==> src/rtl/ep_ctl_pkg.sv <==
package ep_ctl_pkg;
  localparam int unsigned QUAL_BIT  = 0;
  localparam int unsigned EN_BIT    = 1;
  localparam int unsigned STALL_BIT = 2;
  localparam int unsigned SEL_BIT   = 4;
  localparam int unsigned N_CLR     = 4;
endpackage

==> src/rtl/ep_bufsel.sv <==
module ep_bufsel (
  input  logic clk,
  input  logic rst_n,
  input  logic wr_en,
  input  logic wr_qual,
  input  logic wr_sel,
  output logic buf_sel,
  output logic clr_a,
  output logic clr_b
);
  logic accept;
  assign accept = wr_en & wr_qual;

  always_ff @(posedge clk or negedge rst_n) begin
    if (!rst_n) begin
      buf_sel <= 1'b0;
      clr_a   <= 1'b0;
      clr_b   <= 1'b0;
    end else begin
      clr_a <= accept & ~wr_sel;
      clr_b <= accept &  wr_sel;
      if (accept) buf_sel <= wr_sel;
    end
  end

  AST_SEL_HOLD: assert property (@(posedge clk) disable iff (!rst_n)
    !(wr_en && wr_qual) |=> $stable(buf_sel));
  AST_CLR_EXCL: assert property (@(posedge clk) disable iff (!rst_n)
    $onehot0({clr_a, clr_b}));
  AST_NO_STRAY_CLR: assert property (@(posedge clk) disable iff (!rst_n)
    !(wr_en && wr_qual) |=> !(clr_a || clr_b));
  AST_CLR_MATCH: assert property (@(posedge clk) disable iff (!rst_n)
    (clr_a || clr_b) |-> (clr_b == buf_sel));
endmodule

==> src/rtl/ep_stall.sv <==
module ep_stall #(
  parameter int unsigned N_EVT = 4
) (
  input  logic             clk,
  input  logic             rst_n,
  input  logic             set_req,
  input  logic [N_EVT-1:0] clr_evt,
  output logic             stall
);
  logic any_clr;
  assign any_clr = |clr_evt;

  always_ff @(posedge clk or negedge rst_n) begin
    if (!rst_n)       stall <= 1'b0;
    else if (set_req) stall <= 1'b1;
    else if (any_clr) stall <= 1'b0;
  end

  AST_STALL_STICKY: assert property (@(posedge clk) disable iff (!rst_n)
    (stall && !any_clr) |=> stall);
  AST_SET_WINS: assert property (@(posedge clk) disable iff (!rst_n)
    set_req |=> stall);
  AST_CLR_TAKES: assert property (@(posedge clk) disable iff (!rst_n)
    (any_clr && !set_req) |=> !stall);
endmodule

==> src/rtl/ep_ctl_reg.sv <==
module ep_ctl_reg #(
  parameter int unsigned DATA_W = 8
) (
  input  logic              clk,
  input  logic              rst_n,
  input  logic              wr_en,
  input  logic [DATA_W-1:0] wr_data,
  output logic [DATA_W-1:0] rd_data,
  input  logic              sie_stall_set,
  input  logic              sie_ep_enabled,
  input  logic              clr_halt_rx,
  input  logic              clr_halt_tx,
  input  logic              set_config,
  input  logic              bus_reset,
  output logic              buf_sel,
  output logic              stall,
  output logic              clr_done_a,
  output logic              clr_done_b
);
  import ep_ctl_pkg::*;

  localparam logic [DATA_W-1:0] USED_MASK =
    DATA_W'((1 << QUAL_BIT) | (1 << STALL_BIT) | (1 << SEL_BIT));

  logic             unused_wr;
  logic [N_CLR-1:0] clr_vec;
  logic             fw_stall_set;

  assign unused_wr    = ^(wr_data & ~USED_MASK);
  assign clr_vec      = {bus_reset, set_config, clr_halt_tx, clr_halt_rx};
  assign fw_stall_set = wr_en & wr_data[STALL_BIT];

  ep_bufsel u_sel (
    .clk     (clk),
    .rst_n   (rst_n),
    .wr_en   (wr_en),
    .wr_qual (wr_data[QUAL_BIT]),
    .wr_sel  (wr_data[SEL_BIT]),
    .buf_sel (buf_sel),
    .clr_a   (clr_done_a),
    .clr_b   (clr_done_b)
  );

  ep_stall #(.N_EVT(N_CLR)) u_stall (
    .clk     (clk),
    .rst_n   (rst_n),
    .set_req (fw_stall_set | sie_stall_set),
    .clr_evt (clr_vec),
    .stall   (stall)
  );

  always_comb begin
    rd_data            = '0;
    rd_data[EN_BIT]    = sie_ep_enabled;
    rd_data[STALL_BIT] = stall;
    rd_data[SEL_BIT]   = buf_sel;
  end

  AST_RD_QUAL_ZERO: assert property (@(posedge clk) disable iff (!rst_n)
    (wr_en && wr_data[QUAL_BIT]) |=> !rd_data[QUAL_BIT]);
  AST_FW_SET: assert property (@(posedge clk) disable iff (!rst_n)
    (wr_en && wr_data[STALL_BIT]) |=> rd_data[STALL_BIT]);
endmodule

==> config.mk <==
export PLATFORM = sky130hd
export DESIGN_NAME = ep_ctl_reg
export DESIGN_NICKNAME = d
export VERILOG_FILES = /design/src/rtl/ep_ctl_pkg.sv /design/src/rtl/ep_bufsel.sv /design/src/rtl/ep_stall.sv /design/src/rtl/ep_ctl_reg.sv
export SDC_FILE = /design/constraint.sdc
export NUM_CORES = 1
export LEC_CHECK = 0
export BUFFER_PORTS_ARGS = -buffer_cell sky130_fd_sc_hd__buf_2
export CORE_AREA = 2 2 39 41
export CTS_CLUSTER_SIZE = 8
export DETAILED_ROUTE_END_ITERATION = 16
export DIE_AREA = 0 0 41 43
export PLACE_DENSITY = 0.48
export SYNTH_ARGS = -nofsm -noshare
export SYNTH_HDL_FRONTEND = slang
export SYNTH_SLANG_ARGS = --single-unit
==> constraint.sdc <==
create_clock -name clk -period 1.12 [get_ports clk]
set_input_delay 0.168 -clock clk [delete_from_list [all_inputs] [get_ports clk]]
set_output_delay 0.168 -clock clk [all_outputs]
set_load 0.03 [all_outputs]
==> results of run 1 <==
==> cell type report <==
type	instances	area [um^2]
fill	158	1090
sequential	4	101
multi-input combinational	12	60.1
timing repair buffer	17	90.1
tap	16	20.0
clock buffer	4	26.3
==> per-stage QoR <==
step                      std cells  hold slack [ps]
after floorplan                  24             -128
after global placement           48            -24.3
after detailed placement         48            -22.8
after CTS                        53             84.7
after global routing             53             80.7
final                            53             92.7
==> report_power, final <==
part	internal, mW	total (mW)	switching (mW)
combinational	0.0322	0.108	0.0753
sequential	0.155	0.161	0.00521
clock	0.134	0.196	0.0625
total	0.322	0.465	0.143
==> synth_stat cells, drive strengths merged <==
cell / instances
buf: 8
dfrtp: 4
a21o: 1
a21oi: 1
and3: 1
conb: 1
nand2: 1
nor2: 1
o21ai: 1
or4b: 1
==> registers in the layout (all words and copies together) (netlist names) <==
| signal | cells |
|---|---|
| u_stall.stall | 1 |
| u_sel.clr_a | 1 |
| u_sel.clr_b | 1 |
| u_sel.buf_sel | 1 |
==> worst max path at each step <==
stage	endpoint	depth (start not counted)
2_1_floorplan	u_stall.stall	2
3_3_place_gp	u_stall.stall	3
3_5_place_dp	u_stall.stall	3
4_1_cts	rd_data[4]	1
5_1_grt	u_stall.stall	2
6_report	u_stall.stall	2
==> metal layers <==
metal,up-vias,part of all wire [%],routed length (um)
li1,85,-,-
met3,0,13,55
met5,-,0,0
met4,0,0,0
met2,10,50,214
met1,76,37,157
==> kinds of logic after synthesis <==
kind of cell / synth area share [%]
buf+inv: 29.3
flops: 48.8
simple gates: 11.6
compound gates: 8.53
other cells: 1.83
==> what timing repair did <==
item,in CTS,in global routing
hold buffers,1,0
gates resized for setup,0,0
endpoints found under the hold margin,4,0
setup endpoints to repair,0,0
==> results.ini, run 1 <==
[setup_path]
slowest_stage = or4b_1
endpoint_kind = register
path_delay_family = simple AND/OR/NAND/NOR gates
cp-startpoint = u_stall.stall
cp_slowest_stage_delay_ps = 430
start_kind = register
ff2ff_path_depth = 2
reg2reg_slack_ps = 140
arrival_ps = 1150
rr_startpoint = u_stall.stall
crit_chain = or4b_1 > o21ai_1
cp.required_ps = 1280
r2r-end = u_stall.stall
critical_path.n_buffers_inverters = 0
path_class = register to register
path_max_fanout = 3

[pwr]
ir_drop_mv = 0.288
power.leakage_nw = 0.173
power_density_mw_per_mm2 = 1560
totalPowerFinal_uw = 465

[detailed_routing]
via_per_inst = 3.23
vias = 171
drc = 0
wl_per_cell_um = 8.04
ant_nets = 0
wirelength_um = 426
first_pass_iters = 2
drt_iter0_markers = 3

[sta]
max_freq_mhz = 1020
clock_skew_ps = 0
rsz0062_at_grt = no
fin_ws_ps = 135
finalSetupTns_ps = 0
slew_violations = 0
layout_min_cycle_time_ps = 985
hold_viol_final = 0
setup_viol = 0
final.period_utilization_pct = 87.9

[finish]
final_cell_mix = buf_2 (16), conb_1 (5), clkbuf_4 (3), dfrtp_1 (3)
drive_above_1_share_pct = 54.1
utilization_pct = 21.5
fin_nets = 55
final_cell_area_um2 = 298
area_growth_pct = 45.1
diodes = 0
final_common_cell = buf_2

[global_route]
antenna_found_initial = 0
grt_usage_pct = 5.64
met3_usage_pct = 1.57
grt_pass1_vias = 170
grt_start_max_net_pins = 5
grt_use_met1_pct = 5.52
grt-ovfl-total = 0
grt_pass1_wl_um = 607
busiest_layer = met4
use_met2_pct = 7.50

[logic_synthesis]
synthTopCellsByArea = dfrtp_1 (49%), buf_4 (29%), or4b_1 (4.9%), a21o_1 (3.7%), and3_1 (3.0%)
netlist.area_leader.share_pct = 48.8
yosysSeqAreaShare_pct = 48.8
yosysWarnings = 0
synth_seq_cells = 4
synthDistinctLibCells = 10
synth_top_area_cell = dfrtp_1
synth_area_per_cell_um2 = 10.3
syn_inst = 20
syn_area_um2 = 205

[clocking]
clk_pin_slew_worst_paths_ps = 40
post_cts_buffers = 0
cts_max_level = 1
numCtsBuffers = 3
root_buffer = clkbuf_4
cts.sinks = 4
cts_max_path_buffers = 2
insertion_delay_ps = 230
tritoncts = yes

[worst_hold_path]
hold_class = input port to register
worst_hold_startpoint = wr_data[4]
min_to = u_sel.clr_a
whs_path_depth = 2

[floorplanning]
start_util_pct = 14.8
die_h_um = 43
fp-row-count = 14
die_width_um = 41
die_area_mm2 = 0.00176
coreArea_mm2 = 0.00138
ios = 29

[placement]
place_ws_ps = 146
routabilityCongestion = 0.646
io_buffer_count = 16
post_dp_cell_area_um2 = 262

[run_status]
outcome = completed

[flow_run]
max-cap-violations = 0

Power figures use the tool's default switching activity.
==> run 2: changes to the inputs <==
- CELL_PAD_IN_SITES_DETAIL_PLACEMENT: unset -> 0
- CELL_PAD_IN_SITES_GLOBAL_PLACEMENT: unset -> 1
- PLACE_DENSITY: 0.48 -> 0.69
==> results.ini, run 2 (synthesis results as in run 1) <==
[run_status]
outcome = completed  ; unchanged

[sta]
finalSetupTns_ps = 0  ; unchanged
max_freq_mhz = 979  ; was 1020 MHz
final.period_utilization_pct = 91.2  ; was 87.9%
rsz0062_at_grt = no  ; unchanged
fin_ws_ps = 98.7  ; was 135 ps
slew_violations = 0  ; unchanged
clock_skew_ps = 0  ; unchanged
layout_min_cycle_time_ps = 1020  ; was 985 ps
setup_viol = 0  ; unchanged
hold_ws_ps = 98.7  ; was 92.7 ps
hold_viol_final = 0  ; unchanged

[placement]
io_buffer_count = 16  ; unchanged
place_ws_ps = 120  ; was 146 ps
hpwl_um = 363
routabilityCongestion = 0.582  ; was 0.646
post_dp_cell_area_um2 = 262  ; unchanged
placedCellCount = 48  ; unchanged

[global_route]
grt_start_max_net_pins = 5  ; unchanged
antenna_found_initial = 0  ; unchanged
grt_usage_pct = 6.23  ; was 5.64%
grt-ovfl-total = 0  ; unchanged
grt_pass1_wl_um = 621  ; was 607 um
grt_pass1_vias = 175  ; was 170

[flow_run]
max-cap-violations = 0  ; unchanged

[detailed_routing]
first_pass_iters = 1  ; was 2
wirelength_um = 460  ; was 426 um
ant_nets = 0  ; unchanged
drt_iter0_markers = 0  ; was 3
vias = 179  ; was 171
drc = 0  ; unchanged
wl_per_cell_um = 8.68  ; was 8.04 um
via_per_inst = 3.38  ; was 3.23

[finish]
final_common_cell = buf_2  ; unchanged
drive_above_1_share_pct = 54.1  ; unchanged
area_growth_pct = 45.1  ; unchanged
fin_nets = 55  ; unchanged
final_cells = 53  ; unchanged
final_cell_mix = buf_2 (16), conb_1 (5), clkbuf_4 (3), dfrtp_1 (3)  ; unchanged
final_cell_area_um2 = 298  ; unchanged
diodes = 0  ; unchanged

[setup_path]
arrival_ps = 1180  ; was 1150 ps
cp.required_ps = 1280  ; about the same
slowest_stage = or4b_1  ; unchanged
path_max_fanout = 3  ; unchanged
path_class = register to register  ; unchanged
start_kind = register  ; unchanged
crit_chain = or4b_1 > o21ai_1  ; unchanged
endpoint_kind = register  ; unchanged
cp_slowest_stage_delay_ps = 440  ; was 430 ps

[clocking]
insertion_delay_ps = 240  ; was 230 ps
post_cts_resized = 0  ; unchanged
post_cts_buffers = 0  ; unchanged
cts_max_path_buffers = 2  ; unchanged
root_buffer = clkbuf_4  ; unchanged
numCtsBuffers = 3  ; unchanged
cts_max_level = 1  ; unchanged
clk_pin_slew_worst_paths_ps = 40  ; about the same
cts.sinks = 4  ; unchanged
tritoncts = yes  ; unchanged

[floorplanning]
coreArea_mm2 = 0.00138  ; unchanged
fp-row-count = 14  ; unchanged
die_area_mm2 = 0.00176  ; unchanged
ios = 29  ; unchanged
die_h_um = 43  ; unchanged
start_util_pct = 14.8  ; unchanged
die_width_um = 41  ; unchanged

[worst_hold_path]
hold_class = input port to register  ; unchanged

[pwr]
power.leakage_nw = 0.173  ; unchanged
ir_drop_mv = 0.218  ; was 0.288 mV
power_density_mw_per_mm2 = 1560  ; about the same

## run 2: power breakdown
group	switching, mW	total, mW	internal (mW)
clock network	0.0628	0.197	0.134
registers	0.00548	0.161	0.155
logic	0.0759	0.108	0.0323
## run 2: what timing repair did
item                       CTS  global route
hold endpoints to repair     4             0
setup endpoints to repair    0             0
hold buffers                 1             0
## run 2: worst paths after layout
path,cells after the start,end,from,slack [ps]
min,2,u_sel.clr_a,wr_data[4],100
min in group asynchronous,2,u_sel.buf_sel,rst_n,270
max reg2reg,2,u_stall.stall,u_stall.stall,100
max in group asynchronous,2,u_stall.stall,rst_n,720
max,2,u_stall.stall,u_stall.stall,100
min reg2reg,1,u_sel.buf_sel,u_sel.buf_sel,510
## run 2: worst max-delay path: cells and delay by family (launching register included)
| family | cells | cell delay [ps] |
|---|---|---|
| compound gates | 1 | 150 |
| simple gates | 1 | 440 |
| flops | 1 | 350 |
## run 2: layout make-up
class	instances	area (um^2)
repair buffers	17	90.1
fillers	174	1090
well taps	16	20.0
clock buffers	4	26.3
flip-flops and latches	4	101
multi-input cells	12	60.1
## run 2: routing by layer
layer  GRT usage, %  share of wire (%)  wire [um]  vias to the layer above
met5              0                  0          0                        -
met4           12.0                4.1         19                        0
met3           1.57                 13         60                        2
met2           7.50                 51        236                       14
met1           5.48                 31        143                       76
li1               -                  -          -                       87
## run 2: per-stage QoR
| stage | util (%) | power (mW) |
|---|---|---|
| 3_5_place_dp | 18.9 | 0.269 |
| 6_report | 21.5 | 0.466 |
| 5_1_grt | 21.5 | 0.494 |
| 3_3_place_gp | 18.9 | 0.267 |
| 2_1_floorplan | - | 0.259 |
| 4_1_cts | 21.5 | 0.477 |
==> run 3: changes to the inputs <==
--- a/config.mk
+++ b/config.mk
@@ -7,2 +7,3 @@
 export LEC_CHECK = 0
+export ABC_AREA = 1
 export BUFFER_PORTS_ARGS = -buffer_cell sky130_fd_sc_hd__buf_2
@@ -14,3 +15,3 @@
 export DIE_AREA = 0 0 41 43
-export PLACE_DENSITY = 0.69
+export PLACE_DENSITY = 0.71
 export SYNTH_ARGS = -nofsm -noshare
--- a/constraint.sdc
+++ b/constraint.sdc
@@ -3,2 +3,2 @@
 set_output_delay 0.168 -clock clk [all_outputs]
-set_load 0.03 [all_outputs]
+set_load 0.02 [all_outputs]
==> results.ini, run 3 <==
[pwr]
totalPowerFinal_uw = 422  ; was 466 uW
power.leakage_nw = 0.187  ; was 0.173 nW
ir_drop_mv = 0.259  ; was 0.218 mV
power_density_mw_per_mm2 = 1380  ; was 1560 mW/mm^2

[finish]
area_growth_pct = 40.0  ; was 45.1%
final_cell_area_um2 = 307  ; was 298 um^2
final_common_cell = buf_2  ; unchanged
fillers = 160  ; was 174
fin_nets = 61  ; was 55
diodes = 0  ; unchanged
layout.area.seq_um2 = 100  ; was 101 um^2
multiInputGateArea_um2 = 62.6  ; was 60.1 um^2
final_cell_mix = buf_2 (16), conb_1 (5), nor2_1 (4), dfrtp_1 (4)  ; was buf_2 (16), conb_1 (5), clkbuf_4 (3), dfrtp_1 (3)
drive_above_1_share_pct = 47.6  ; was 54.1%

[detailed_routing]
ant_nets = 0  ; unchanged
via_per_inst = 3.21  ; was 3.38
wirelength_um = 414  ; was 460 um
first_pass_iters = 1  ; unchanged
drt_iter0_markers = 0  ; unchanged
drc = 0  ; unchanged
wl_per_cell_um = 7.14  ; was 8.68 um
vias = 186  ; was 179

[setup_path]
r2r-end = u_stall.stall  ; unchanged
slowest_stage = dfrtp_1  ; was or4b_1
path_delay_family = flip-flops  ; was simple AND/OR/NAND/NOR gates
start_kind = register  ; unchanged
arrival_ps = 780  ; was 1180 ps
path_max_fanout = 3  ; unchanged
ff2ff_path_depth = 4  ; was 2
rr_startpoint = u_stall.stall  ; unchanged
endpoint_kind = primary output  ; was register
cp_slowest_stage_delay_ps = 380  ; was 440 ps
path_class = register to primary output  ; was register to register
reg2reg_slack_ps = 450  ; was 100 ps
cp.required_ps = 950  ; was 1280 ps
crit_chain = buf_2  ; was or4b_1 > o21ai_1
critical_path.n_buffers_inverters = 1  ; was 0

[placement]
hpwl_um = 356  ; was 363 um
routabilityCongestion = 0.533  ; was 0.582
post_dp_cell_area_um2 = 274  ; was 262 um^2
io_buffer_count = 16  ; unchanged
place_ws_ps = 410  ; was 120 ps

[floorplanning]
die_width_um = 41  ; unchanged
fp-row-count = 14  ; unchanged
die_h_um = 43  ; unchanged
coreArea_mm2 = 0.00138  ; unchanged
start_util_pct = 15.8  ; was 14.8%
die_area_mm2 = 0.00176  ; unchanged
ios = 29  ; unchanged

[clocking]
post_cts_resized = 0  ; unchanged
cts.hold.buffers_added = 1  ; unchanged
clk_pin_slew_worst_paths_ps = 30  ; was 40 ps
cts_max_level = 1  ; unchanged
root_buffer = clkbuf_4  ; unchanged
cts.sinks = 4  ; unchanged
post_cts_buffers = 0  ; unchanged
tritoncts = yes  ; unchanged
numCtsBuffers = 3  ; unchanged
cts_max_path_buffers = 2  ; unchanged
insertion_delay_ps = 230  ; was 240 ps

[logic_synthesis]
netlist.area_leader.share_pct = 45.7  ; was 48.8%
syn_area_um2 = 219  ; was 205 um^2
synth_edf_count = 0  ; unchanged
synth_seq_cells = 4  ; unchanged
yosys-top-cells-count = buf_4 (8), dfrtp_1 (4), nor2_1 (4)  ; was buf_4 (8), dfrtp_1 (4)
yosysSeqAreaShare_pct = 45.7  ; was 48.8%
synthDistinctLibCells = 10  ; unchanged
yosysMostFrequentCell = buf_4  ; unchanged
yosysWarnings = 0  ; unchanged
async_flop_share_pct = 100  ; unchanged
synth-main-ff-cell = dfrtp_1  ; unchanged
synth_top_area_cell = dfrtp_1  ; unchanged
synthTopCellsByArea = dfrtp_1 (46%), buf_4 (27%), nor2_1 (6.9%), inv_1 (5.1%), nand2_1 (3.4%)  ; was dfrtp_1 (49%), buf_4 (29%), or4b_1 (4.9%), a21o_1 (3.7%), and3_1 (3.0%)
synth_area_per_cell_um2 = 8.42  ; was 10.3 um^2
syn_inst = 26  ; was 20

[sta]
hold_ws_ps = 106  ; was 98.7 ps
max_freq_mhz = 1060  ; was 979 MHz
slew_violations = 0  ; unchanged
hold_viol_final = 0  ; unchanged
clock_skew_ps = 0  ; unchanged
final.period_utilization_pct = 84.3  ; was 91.2%
setup_viol = 0  ; unchanged
finalSetupTns_ps = 0  ; unchanged
rsz0062_at_grt = no  ; unchanged
fin_ws_ps = 176  ; was 98.7 ps
layout_min_cycle_time_ps = 944  ; was 1020 ps

[worst_hold_path]
hold_class = input port to register  ; unchanged
min_to = u_sel.clr_a  ; unchanged
whs_path_depth = 2  ; unchanged
worst_hold_startpoint = wr_data[4]  ; unchanged

[global_route]
grt-ovfl-total = 0  ; unchanged
grt_pass1_vias = 162  ; was 175
grt_pass1_wl_um = 572  ; was 621 um
antenna_found_initial = 0  ; unchanged
grt_start_max_net_pins = 5  ; unchanged
grt_usage_pct = 5.63  ; was 6.23%

[run_status]
outcome = completed  ; unchanged

[flow_run]
max-cap-violations = 0  ; unchanged

[run 3: cell count changes after synthesis, sizes merged]
cell	delta
nor2	+3
nand2	+2
inv	+3
or4b	-1
a21o	-1
and3	-1
nand3	+1
[run 3: worst max path at each step]
stage	from	slack (ps)	endpoint	cells past startpoint
after floorplan	u_sel.buf_sel	330	rd_data[4]	1
after global placement	u_sel.buf_sel	410	buf_sel	1
after detailed placement	u_sel.buf_sel	410	buf_sel	1
after CTS	u_sel.buf_sel	160	buf_sel	1
after global routing	u_stall.stall	150	rd_data[2]	1
final	u_sel.buf_sel	180	buf_sel	1
[run 3: metrics by stage]
step / util (%) / std cells
3_3_place_gp: 19.8 / 54
6_report: 22.2 / 58
3_5_place_dp: 19.8 / 54
4_1_cts: 22.2 / 58
5_1_grt: 22.2 / 58
2_1_floorplan: - / 30
[run 3: layout make-up]
type	count	area share (%)
clock buffer	3	7.35
inverter	3	3.67
multi-input combinational	15	20.4
sequential	4	32.7
tap	16	6.53
timing repair buffer	17	29.4
[run 3: routing by layer]
metal | global-route usage [%] | routed length, um | vias up
li1 | - | - | 97
met5 | 0 | 0 | -
met3 | 6.28 | 91 | 0
met2 | 6.56 | 167 | 15
met1 | 4.52 | 155 | 74
met4 | 6.00 | 0 | 0
[run 3: logic make-up (layout without fill, tap and decap cells)]
logic type / Yosys count / in the layout / share of synthesized area, %
and+or+nand+nor: 8 / 8 / 15.4
buffers and inverters: 11 / 23 / 32.6
AOI/OAI and AO/OA: 2 / 2 / 4.57
DFF: 4 / 4 / 45.7
other: 1 / 5 / 1.71
[run 3: report_power, final]
group / switching (mW) / total (mW) / internal, mW
Sequential: 0.00551 / 0.161 / 0.155
Clock: 0.0510 / 0.170 / 0.119
Combinational: 0.0590 / 0.0914 / 0.0324
Total: 0.116 / 0.422 / 0.307
